### src/rtl/dcag_pkg.sv
package dcag_pkg;

    localparam int SOCKETS  = 2;
    localparam int CODE_W   = 4;
    localparam int POP_W    = SOCKETS * CODE_W;
    localparam int SOCK_W   = (SOCKETS > 1) ? $clog2(SOCKETS) : 1;
    localparam int SIZE_W   = 9;
    localparam int SUM_W    = SIZE_W + $clog2(SOCKETS);
    localparam int OFF_W    = 12;
    localparam int CMD_W    = 3;

    localparam logic [CMD_W-1:0] CMD_NORMAL = 3'd0;
    localparam logic [CMD_W-1:0] CMD_MRS    = 3'd6;

    typedef struct packed {
        logic [SIZE_W-1:0] total_mb;
        logic [SIZE_W-1:0] bank0_mb;
    } row_geom_t;

    typedef struct packed {
        logic [CMD_W-1:0] cmd;
        logic             cl3;
        logic [POP_W-1:0] pop;
    } walk_req_t;

    function automatic logic [SIZE_W-1:0] code_total(input logic [CODE_W-1:0] c);
        logic [SIZE_W-1:0] t;
        case (c)
            4'h1:          t = 9'd8;
            4'h3, 4'h4:    t = 9'd16;
            4'h5:          t = 9'd24;
            4'h6, 4'h7:    t = 9'd32;
            4'h8:          t = 9'd48;
            4'h9, 4'hA:    t = 9'd64;
            4'hB:          t = 9'd96;
            4'hC, 4'hD:    t = 9'd128;
            4'hE:          t = 9'd192;
            4'hF:          t = 9'd256;
            default:       t = 9'd0;
        endcase
        return t;
    endfunction

    function automatic logic [SIZE_W-1:0] code_bank0(input logic [CODE_W-1:0] c);
        logic [SIZE_W-1:0] b;
        case (c)
            4'h3:          b = 9'd8;
            4'h5, 4'h6:    b = 9'd16;
            4'h8, 4'h9:    b = 9'd32;
            4'hB, 4'hC:    b = 9'd64;
            4'hE, 4'hF:    b = 9'd128;
            default:       b = 9'd0;
        endcase
        return b;
    endfunction

    function automatic logic [OFF_W-1:0] mode_offset(input logic second_socket,
                                                     input logic cl3);
        logic [OFF_W-1:0] o;
        case ({second_socket, cl3})
            2'b01:   o = 12'h1D0;
            2'b11:   o = 12'h650;
            2'b00:   o = 12'h150;
            default: o = 12'h1A0;
        endcase
        return o;
    endfunction

endpackage

### src/rtl/dcag_decode.sv
module dcag_decode
    import dcag_pkg::*;
(
    input  logic [CODE_W-1:0] code,
    output row_geom_t         geom
);
    always_comb begin
        geom.total_mb = code_total(code);
        geom.bank0_mb = code_bank0(code);
    end
endmodule

### src/rtl/dcag_offset.sv
module dcag_offset
    import dcag_pkg::*;
(
    input  logic              is_mrs,
    input  logic              cl3,
    input  logic [SOCK_W-1:0] sock,
    output logic [OFF_W-1:0]  offset
);
    always_comb begin
        if (is_mrs)
            offset = mode_offset(sock[0], cl3);
        else
            offset = '0;
    end
endmodule

### src/rtl/dcag_seq.sv
module dcag_seq
    import dcag_pkg::*;
(
    input  logic              clk,
    input  logic              rst,
    input  logic              start,
    input  walk_req_t         req_in,
    input  row_geom_t         cur_geom,
    input  logic              ready,
    output walk_req_t         req_q,
    output logic [SOCK_W-1:0] sock,
    output logic              phase,
    output logic [SUM_W-1:0]  run_mb,
    output logic              busy,
    output logic              valid,
    output logic              done
);
    logic want;
    logic advance;
    logic last_row;

    always_comb begin
        want     = phase ? (cur_geom.bank0_mb != '0) : (cur_geom.total_mb != '0);
        valid    = busy && want;
        advance  = busy && (!want || ready);
        last_row = phase && (sock == SOCK_W'(SOCKETS - 1));
    end

    always_ff @(posedge clk) begin
        if (rst) begin
            busy   <= 1'b0;
            done   <= 1'b0;
            sock   <= '0;
            phase  <= 1'b0;
            run_mb <= '0;
            req_q  <= '0;
        end else begin
            done <= 1'b0;
            if (!busy) begin
                if (start) begin
                    req_q  <= req_in;
                    sock   <= '0;
                    phase  <= 1'b0;
                    run_mb <= '0;
                    if (req_in.cmd == CMD_NORMAL)
                        done <= 1'b1;
                    else
                        busy <= 1'b1;
                end
            end else if (advance) begin
                if (last_row) begin
                    busy <= 1'b0;
                    done <= 1'b1;
                end else if (phase) begin
                    phase  <= 1'b0;
                    sock   <= sock + 1'b1;
                    run_mb <= run_mb + SUM_W'(cur_geom.total_mb);
                end else begin
                    phase <= 1'b1;
                end
            end
        end
    end
endmodule

### src/rtl/dimm_cmd_addr_gen.sv
module dimm_cmd_addr_gen
    import dcag_pkg::*;
#(
    parameter int ADDR_W   = 32,
    parameter int MB_SHIFT = 20
) (
    input  logic              clk,
    input  logic              rst,
    input  logic              start,
    input  logic [CMD_W-1:0]  cmd,
    input  logic              cl_sel,
    input  logic [POP_W-1:0]  row_pop,
    output logic              addr_valid,
    input  logic              addr_ready,
    output logic [ADDR_W-1:0] addr,
    output logic              busy,
    output logic              done
);
    walk_req_t         req_in;
    walk_req_t         req_q;
    logic [SOCK_W-1:0] sock;
    logic              phase;
    logic [SUM_W-1:0]  run_mb;
    row_geom_t         geom [SOCKETS];
    row_geom_t         cur_geom;
    logic [OFF_W-1:0]  offset;
    logic              mrs_q;
    logic [SUM_W-1:0]  base_mb;

    always_comb begin
        req_in.cmd = cmd;
        req_in.cl3 = cl_sel;
        req_in.pop = row_pop;
        mrs_q      = (req_q.cmd == CMD_MRS);
    end

    for (genvar s = 0; s < SOCKETS; s++) begin : g_dec
        dcag_decode u_dec (
            .code (req_q.pop[s*CODE_W +: CODE_W]),
            .geom (geom[s])
        );
    end

    assign cur_geom = geom[sock];

    dcag_seq u_seq (
        .clk      (clk),
        .rst      (rst),
        .start    (start),
        .req_in   (req_in),
        .cur_geom (cur_geom),
        .ready    (addr_ready),
        .req_q    (req_q),
        .sock     (sock),
        .phase    (phase),
        .run_mb   (run_mb),
        .busy     (busy),
        .valid    (addr_valid),
        .done     (done)
    );

    dcag_offset u_off (
        .is_mrs (mrs_q),
        .cl3    (req_q.cl3),
        .sock   (sock),
        .offset (offset)
    );

    always_comb begin
        base_mb = phase ? (run_mb + SUM_W'(cur_geom.bank0_mb)) : run_mb;
        addr    = (ADDR_W'(base_mb) << MB_SHIFT) + ADDR_W'(offset);
    end
endmodule

### config.mk
export PLATFORM = sky130hd
export DESIGN_NAME = dimm_cmd_addr_gen
export DESIGN_NICKNAME = d
export VERILOG_FILES = /design/src/rtl/dcag_pkg.sv /design/src/rtl/dcag_decode.sv /design/src/rtl/dcag_offset.sv /design/src/rtl/dcag_seq.sv /design/src/rtl/dimm_cmd_addr_gen.sv
export SDC_FILE = /design/constraint.sdc
export NUM_CORES = 1
export LEC_CHECK = 0
export ABC_CLOCK_PERIOD_IN_PS = 3340
export CORE_ASPECT_RATIO = 0.75
export CORE_UTILIZATION = 52
export CTS_CLUSTER_DIAMETER = 200
export DETAILED_ROUTE_END_ITERATION = 6
export GPL_ROUTABILITY_DRIVEN = 0
export PLACE_DENSITY = 0.8
export SLEW_MARGIN = 10
export SYNTH_ARGS = -nofsm -noshare
export SYNTH_HDL_FRONTEND = slang
export SYNTH_SLANG_ARGS = --single-unit
### constraint.sdc
create_clock -name clk -period 3.34 [get_ports clk]
set_clock_uncertainty 0.05 [all_clocks]
set_input_delay 0.668 -clock clk [delete_from_list [all_inputs] [get_ports clk]]
set_output_delay 0.668 -clock clk [all_outputs]
set_load 0.005 [all_outputs]
Word-level counts from Yosys, hierarchy flattened
Memories as Yosys holds them, arrays and structs flattened. A register that Yosys moved wholly into a read port is not among the register bits.
Index checks and enable logic that the tools add are counted.
- register bits: 26
- bits in read-only memories: 352
- input port bits: 16
- output and inout bits: 35
- word-level logic and storage cells: 77
- memories: 4
- memories (name ; depth ; width ; read ports ; clocked after memory_dff ; wr ports ; RTL line ; RTL):
    (name not given) ; 16 ; 6 ; 1 ; 1 ; 0 ; dcag_pkg.sv:28 ; case (c)
    (name not given) ; 16 ; 6 ; 1 ; 1 ; 0 ; dcag_pkg.sv:28 ;
    (name not given) ; 16 ; 5 ; 1 ; 1 ; 0 ; dcag_pkg.sv:46 ; case (c)
    (name not given) ; 16 ; 5 ; 1 ; 1 ; 0 ; dcag_pkg.sv:46 ;
- add/sub/neg operators: 4
- $lt $le $gt $ge: 1
- eq/ne operators: 6
- multiplexer cells: 39
- bitwise logic cells: 2
- reductions and logical operators: 13
- operators by type and width (kind ; count):
    $mux 10 ; 6
    $mux 18 ; 3
    $pmux 11 s3 ; 1
    $mux 4 ; 8
    $add 30x12->31 ; 1
    $add 10x9->10 ; 2
    $mux 1 ; 20
    $reduce_bool 9->1 ; 2
    $mux 11 ; 1
    $ne 2x2->1 const B ; 2
    $reduce_and 4->1 ; 1
    $eq 3x3->1 const B ; 1
    $logic_and 1x1->1 ; 3
    $logic_not 3->1 ; 1
    $reduce_and 3->1 ; 1
    $eq 2x1->1 const B ; 1
    $eq 2x2->1 const B ; 1
    $ge 2x2->1 const B ; 1
    $logic_not 2->1 ; 1
    $ne 2x1->1 const B ; 1
    $not 1->2 ; 1
    $reduce_and 2->1 ; 1
    $reduce_bool 2->1 ; 1
    $add 1x1->1 const B ; 1
    other kinds (3) ; 3

Longest topological paths before layout
Gate-level depths: netlist (run 1).
- depth after elaboration: 11
- mapped depth: 11
- depth with buffers taken out: 9

Modules after synthesis
A second synthesis (run 1) with hierarchy kept.
- cells, all modules: 373
- area total of the unflattened synthesis: 2934.1 um2
- modules (own cells, without submodules) (module ; instances ; cells an instance ; area each (um2) ; seq. area each (um2)):
    dcag_seq ; 1 ; 189 ; 1490.2 ; 520.5
    dimm_cmd_addr_gen ; 1 ; 97 ; 814.5 ; 0.0
    dcag_decode at g_dec[1].u_dec ; 1 ; 35 ; 250.2 ; 0.0
    dcag_decode at g_dec[0].u_dec ; 1 ; 35 ; 244.0 ; 0.0
    dcag_offset ; 1 ; 17 ; 135.1 ; 0.0

Worst setup path after synthesis (run 1)
No wires, ideal clock.
- path type: reg-to-output
- from: reg u_seq.sock
- to: out addr[29]
- arrival time: 2.366 ns
- data required time: 2.622 ns
- slack: 0.256 ns
- stages on the path, launching flop included: 12
- path buffers: 2
- cells stage by stage: dfxtp_1 > buf_6 > buf_2 > mux2i_1 > inv_1 > ha_1 > fa_1 > a21o_1 > a21oi_1 > nor2b_1 > o211ai_1 > xnor2_1
- cells in the longest elaborated chain, start to end: 7
- elaborated cells on any way between the ends: 12
- classes of those cells: add/sub: 2; eq/ne: 2; mux: 6; bitwise: 1; reduce/logical: 1
- ends and longest elaborated chain (what ; RTL line ; RTL):
    start, declared ; dcag_seq.sv:11 ; output logic [SOCK_W-1:0] sock,
    start signal, assigned ; dcag_seq.sv:56 ; sock <= sock + 1'b1;
    $not 1->2 (not written as such) ; dimm_cmd_addr_gen.sv:44 ; assign cur_geom = geom[sock];
    $mux 18 (not written as such) (3 in series) ; dimm_cmd_addr_gen.sv:44 ;
    $add 10x9->10 ; dimm_cmd_addr_gen.sv:70 ; base_mb = phase ? (run_mb + SUM_W'(cur_geom.bank0_mb)) : run_mb;
    $mux 10 ; dimm_cmd_addr_gen.sv:70 ;
    $add 30x12->31 * ; dimm_cmd_addr_gen.sv:71 ; addr = (ADDR_W'(base_mb) << MB_SHIFT) + ADDR_W'(offset);
    end, declared ; dimm_cmd_addr_gen.sv:15 ; output logic [ADDR_W-1:0] addr,
Mark *: on every way between the ends. The rest lies on a longest branch, timed or not. The select of a mux whose other input is x is not followed.

Worst setup path after layout (run 1)
- from: reg u_seq.sock
- to: out addr[28]
Same word-level chain as after synthesis.

==> metrics.yaml, run 1 <==
run_status:
  status: "finished, violations left"
  failed_checks: "negative setup slack"
drt:
  first_pass_iters: 4
  drc_errors: 0
  dr_total_vias: 2044
  wirelength_um: 5140
  wl_per_cell_um: 13.4
  final_antenna_net_count: 0
  routed_via_density: 5.34
  drt_iter0_markers: 162
synthesis:
  synthArstFlopShare_pct: 0
  yosysWarnings: 0
  synth_edf_count: 0
  syn-instance-count: 286
  synth_top_area_cell: "dfxtp_1"
  yosys.area.top_type_share_pct: 34.9
  synth_area_leaders: "dfxtp_1, ha_1, buf_4"
  synth.avg_cell_area_um2: 9.03
  netlist_area_mm2: 0.00258
  ys_seq_elements: 45
  synth_ff_type: "dfxtp_1"
  ys_seq_area_share_pct: 34.9
  synth_cell_type_count: 51
global_route:
  grt_pass1_wl_um: 8470
  grt_pass1_vias: 1847
  antenna_found_initial: 0
  track_usage_pct: 20.1
  grt_max_degree: 20
  grt_overflow: 0
run:
  drv_cap: 0
layout:
  drive_gt1_share_pct: 16.3
  fin_util_pct: 67.6
  areaGrowthSynthToFinish_pct: 21.2
  final_cell_mix: "dfxtp_1, clkdlybuf4s50_1, inv_1, nor2_1, nand2_1"
  nets: 365
  fin_area_mm2: 0.00313
  diodes: 0
  final_common_cell: "dfxtp_1"
  fin_cells: 383
critical_path:
  required_ps: 2620
  end_kind: "output port"
  worstPathArrival_ps: 2640
  startpoint_type: "flip-flop"
  crit_type: "reg -> out"
  ff2ff_setup_slack_ps: 660
  crit_fanout: 4
timing:
  rsz0062_at_grt: "yes"
  min_period_ps: 3350
  worstMarginPinSlew_ps: 613
  hold_violations: 0
  tns_ps: -13.2
  post-route-period-util_pct: 100
  max_slew_margin_pct: 58.8
  maxSlewViolCount: 0
  fmax_ghz: 0.298
  layout_setup_ws_ps: -13.2
  hold-worst-slack_ps: 411
  setup_viol: 1
pwr:
  vdd_drop_max_uv: 216
  p_seq_share_pct: 48.8
  total_power_mw: 1.17
  switchingPower_mw: 0.286
  combPwrFrac_pct: 13.5
  internal_power_mw: 0.880
  switching_share_pct: 24.5
  p_leak_nw: 1.43
  power_density_mw_per_mm2: 373
  p_clk_share_pct: 37.8
clock_network:
  numCtsBuffers: 5
  clock_path_buffers: 2
  clock-sinks: 45
  insertion_delay_ps: 300
  cts_hold_buf: 0
  clockRootBuffer: "clkbuf_8"
  clk_pin_slew_ps: 90
  htreeDepth: 2
  cts_tree: "done"
floorplan:
  fp-row-count: 21
  die-area_mm2: 0.00525
  design.portCount: 51
  dieWidth_um: 83.4
  core_mm2: 0.00462
  initial_core_util_pct: 55.8
  die_h_um: 63.0
hold_path:
  hold_class: "reg -> reg"
placed_design:
  numPortBuffers: 32
  dp.cells: 369
  pre_cts_ws_ps: -56.8
  dp_hpwl_um: 3810
  placed_area_mm2: 0.00289
-- path summary, 6_finish.rpt --
kind	from	end	depth (start not counted)
worst min-delay path	u_seq.req_q[11]$_SDFFE_PP0N_	u_seq.req_q[11]$_SDFFE_PP0N_	2
worst max-delay path	u_seq.sock$_SDFFE_PP0P_	addr[28]	9
worst max register to register	u_seq.sock$_SDFFE_PP0P_	u_seq.run_mb[9]$_SDFFE_PP0P_	12
worst min register to register	u_seq.req_q[11]$_SDFFE_PP0N_	u_seq.req_q[11]$_SDFFE_PP0N_	2
-- per-layer routing --
metal / wire [um] / global-route usage (%) / vias to the layer above
met2: 2390 / 32.4 / 54
met5: 0 / 0 / -
li1: - / - / 1017
met3: 192 / 4.10 / 16
met4: 125 / 9.27 / 0
met1: 2440 / 26.0 / 957
-- registers in the layout, summed over array words and instances (netlist names) --
signal / flops
u_seq.busy: 1
u_seq.done: 1
g_dec.u_dec.geom: 22
u_seq.req_q: 12
u_seq.sock: 1
u_seq.phase: 1
u_seq.run_mb: 7
-- timing repair --
action                                  in CTS  in global routing
setup buffers                                2                  4
gates resized for setup                     13                  9
gates cloned                                 0                  0
pin swaps                                    3                  4
endpoints found under the setup margin       5                  2
-- logic make-up (layout without fill, tap and decap cells) --
group | Yosys count | after routing | synth area share, %
xor gates and xnor gates | 7 | 7 | 2.38
and+or+nand+nor | 74 | 74 | 14.6
other | 1 | 18 | 0.145
adders and majority gates | 24 | 24 | 12.2
muxes | 20 | 20 | 8.68
AOI/OAI and AO/OA | 61 | 61 | 15.9
buffers and inverters | 54 | 77 | 11.1
DFF | 45 | 45 | 34.9
-- worst max-delay path: stages, from the launching register on --
cell and delay [ps]:
dfxtp_4 380, buf_6 120, mux2_4 330, ha_1 280, a21o_1 190, a21o_1 210
a21oi_2 160, nor4bb_1 70, a311o_1 330, dlygate4sd2_1 260
-- synthesized netlist by cell type (3+ instances only) --
master and instances:
nand2_1 22, clkbuf_1 6, a21oi_1 18, dfxtp_1 45
o22ai_1 5, mux2i_1 7, nor2_1 23, o21ai_0 9
nor2b_1 4, inv_1 24, a211oi_1 3, mux2_2 11
o21a_1 3, nor3_1 4, a21o_1 3, or2_2 4
xnor2_1 6, a22o_1 6, ha_1 22, buf_4 20
-- power by group through the flow --
stage | Clock [mW] | Sequential (mW) | Combinational, mW
after detailed placement | 0 | 0.581 | 0.150
after global routing | 0.471 | 0.571 | 0.174
after CTS | 0.448 | 0.568 | 0.151
after floorplan | 0 | 0.576 | 0.119
after global placement | 0 | 0.581 | 0.147
final | 0.440 | 0.568 | 0.157
-- cell type report --
cell class / instances / area, um2
inverters: 24 / 90.1
well taps: 57 / 71.3
flip-flops and latches: 45 / 905
fillers: 366 / 1500
clock inverters: 2 / 41.3
clock buffers: 6 / 82.6
multi-input cells: 204 / 1510
repair buffers: 45 / 424
No activity file was read; power rests on OpenSTA's default activity.
==> inputs of run 2 (changes only) <==
--- a/constraint.sdc
+++ b/constraint.sdc
@@ -3,3 +3,3 @@
 set_input_delay 0.668 -clock clk [delete_from_list [all_inputs] [get_ports clk]]
 set_output_delay 0.668 -clock clk [all_outputs]
-set_load 0.005 [all_outputs]
+set_load 0.01 [all_outputs]
==> run 2 against run 1 <==
The flow now finishes without violations. Power increased by 0.44%. Global-route usage fell by 0.39 points. Flip-flop and latch count stayed put. Non-clock buffer count fell by 2. Critical path depth decreased by 1. Via count shrank 3.0%. Register-to-register slack better by 180 ps. Utilization decreased by 0.95 points. Setup slack gained 110 ps. Sequential power about the same. Clock-buffer cell count is the same. Largest cell class unchanged.
==> metrics.yaml, run 2 (same netlist as run 1, synthesis figures left out) <==
placed_design:
  placed_area_mm2: 0.00291  # +0.52%
  dp_hpwl_um: 3890  # +2.0%
  numPortBuffers: 32  # unchanged
drt:
  drc_errors: 0  # unchanged
  first_pass_iters: 4  # unchanged
  dr_total_vias: 1982  # -3.0%
  wirelength_um: 4990  # -3.0%
  drt_iter0_markers: 123  # -24%
  final_antenna_net_count: 0  # unchanged
  wl_per_cell_um: 13.1  # -2.4%
  routed_via_density: 5.20  # -2.5%
floorplan:
  die_h_um: 63.0  # unchanged
  initial_core_util_pct: 55.8  # unchanged
  core_mm2: 0.00462  # unchanged
  fp-row-count: 21  # unchanged
  die-area_mm2: 0.00525  # unchanged
  dieWidth_um: 83.4  # unchanged
  design.portCount: 51  # unchanged
global_route:
  antenna_found_initial: 0  # unchanged
  grt_pass1_wl_um: 8360  # -1.4%
  track_usage_pct: 19.7  # -0.39 points
  grt_pass1_vias: 1742  # -5.7%
  grt_overflow: 0  # unchanged
  grt_max_degree: 17  # -15%
pwr:
  switching_share_pct: 24.9  # +0.41 points
  p_clk_share_pct: 37.9  # about the same
  combPwrFrac_pct: 13.6  # about the same
  internal_power_mw: 0.879  # -0.11%
  p_leak_nw: 1.42  # -0.54%
  p_seq_share_pct: 48.5  # -0.3 points
  switchingPower_mw: 0.292  # +2.1%
  vdd_drop_max_uv: 290  # +34%
  power_density_mw_per_mm2: 380  # +1.9%
layout:
  final_common_cell: "dfxtp_1"
  areaGrowthSynthToFinish_pct: 19.5
  fin_util_pct: 66.7  # -0.95 points
  fin_area_mm2: 0.00308  # -1.4%
  largest_register_ffs: 22  # unchanged
  fillers: 395  # +7.9%
  nets: 363  # -0.55%
  regArea_um2: 905  # unchanged
  final_cell_mix: "dfxtp_1, clkdlybuf4s50_1, inv_1"
  multi_input_area_mm2: 0.00149  # -1.7%
  diodes: 0  # unchanged
  drive_gt1_share_pct: 15.4  # -0.83 points
clock_network:
  htreeDepth: 2  # unchanged
  insertion_delay_ps: 300  # about the same
  cts_hold_buf: 0  # unchanged
  clockRootBuffer: "clkbuf_8"
  clock-sinks: 45  # unchanged
  clk_pin_slew_ps: 90  # about the same
  cts_tree: "done"
  clock_path_buffers: 2  # unchanged
  numCtsBuffers: 5  # unchanged
timing:
  hold_violations: 0  # unchanged
  min_period_ps: 3250  # -107 ps
  max_slew_margin_pct: 58.3  # -0.51 points
  fmax_ghz: 0.308  # +3.3%
  maxSlewViolCount: 0  # unchanged
  post-route-period-util_pct: 97.2  # -3.2 points
  worstMarginPinSlew_ps: 621  # +7.57 ps
  setup_viol: 0  # -1
  tns_ps: 0  # +13.2 ps
  rsz0062_at_grt: "no"
run:
  drv_cap: 0  # unchanged
critical_path:
  crit_type: "reg -> out"
  ff2ff_setup_slack_ps: 840  # +180 ps
  required_ps: 2620  # about the same
  worstPathArrival_ps: 2530  # -110 ps
  startpoint_type: "flip-flop"
  end_kind: "output port"
  crit_fanout: 4  # unchanged
run_status:
  status: "finished clean"
hold_path:
  hold_class: "reg -> reg"
## run 2: cell count changes in the layout (fill, tap and decap cells not counted), sizes merged
cell,before,now
clkdlybuf4s50,28,27
buf,13,11
clkbuf,7,8
## run 2: worst max-delay path, cell delays in order (launching register included)
cell and delay, ps:
dfxtp_4 400, mux2_4 330, ha_1 290, a21o_1 190, a21o_1 210, a21oi_2 150
nor4bb_1 70, a311o_1 310, dlygate4sd2_1 280
## run 2: what timing repair did
| action | in CTS | in global routing |
|---|---|---|
| pin swaps | 0 | 2 |
| setup buffers | 1 | 1 |
| setup endpoints to repair | 5 | 4 |
| resized for setup | 13 | 8 |
| endpoints found under the hold margin | 0 | 0 |
## run 2: power by group through the flow
stage / logic (mW) / clock network (mW) / registers [mW]
5_1_grt: 0.175 / 0.482 / 0.571
3_3_place_gp: 0.154 / 0 / 0.581
6_report: 0.159 / 0.443 / 0.568
4_1_cts: 0.158 / 0.454 / 0.568
3_5_place_dp: 0.156 / 0 / 0.581
2_1_floorplan: 0.124 / 0 / 0.576
## run 2: per-layer routing
layer | share of wire, % | GRT usage (%)
met4 | 0.62 | 3.45
met3 | 4.6 | 4.89
met5 | 0 | 0
met1 | 49 | 26.9
met2 | 45 | 32.1
## run 2: through the flow
stage	std cells	power (mW)	hold slack, ps	setup WS (ps)
detailed placement	371	0.738	400	-72.5
CTS	380	1.18	412	2.27
global placement	371	0.735	400	61.8
floorplan	303	0.701	381	217
global route	381	1.23	441	3.88
finish	381	1.17	413	94.3
## run 2: final cells by class
type,instances,share of cell area (%)
multi-input cells,204,48.3
flip-flops and latches,45,29.3
repair buffers,43,13.1
inverters,24,2.92
clock buffers,6,2.68
well taps,57,2.31
clock inverters,2,1.34
## run 2: path summary, 6_finish.rpt
check                                             startpoint                      endpoint  cells past startpoint
worst max-delay path                 u_seq.sock$_SDFFE_PP0P_                      addr[28]                      8
worst min-delay path            u_seq.req_q[10]$_SDFFE_PP0N_  u_seq.req_q[10]$_SDFFE_PP0N_                      2
worst max register to register       u_seq.sock$_SDFFE_PP0P_  u_seq.run_mb[3]$_SDFFE_PP0P_                      6
worst min register to register  u_seq.req_q[10]$_SDFFE_PP0N_  u_seq.req_q[10]$_SDFFE_PP0N_                      2
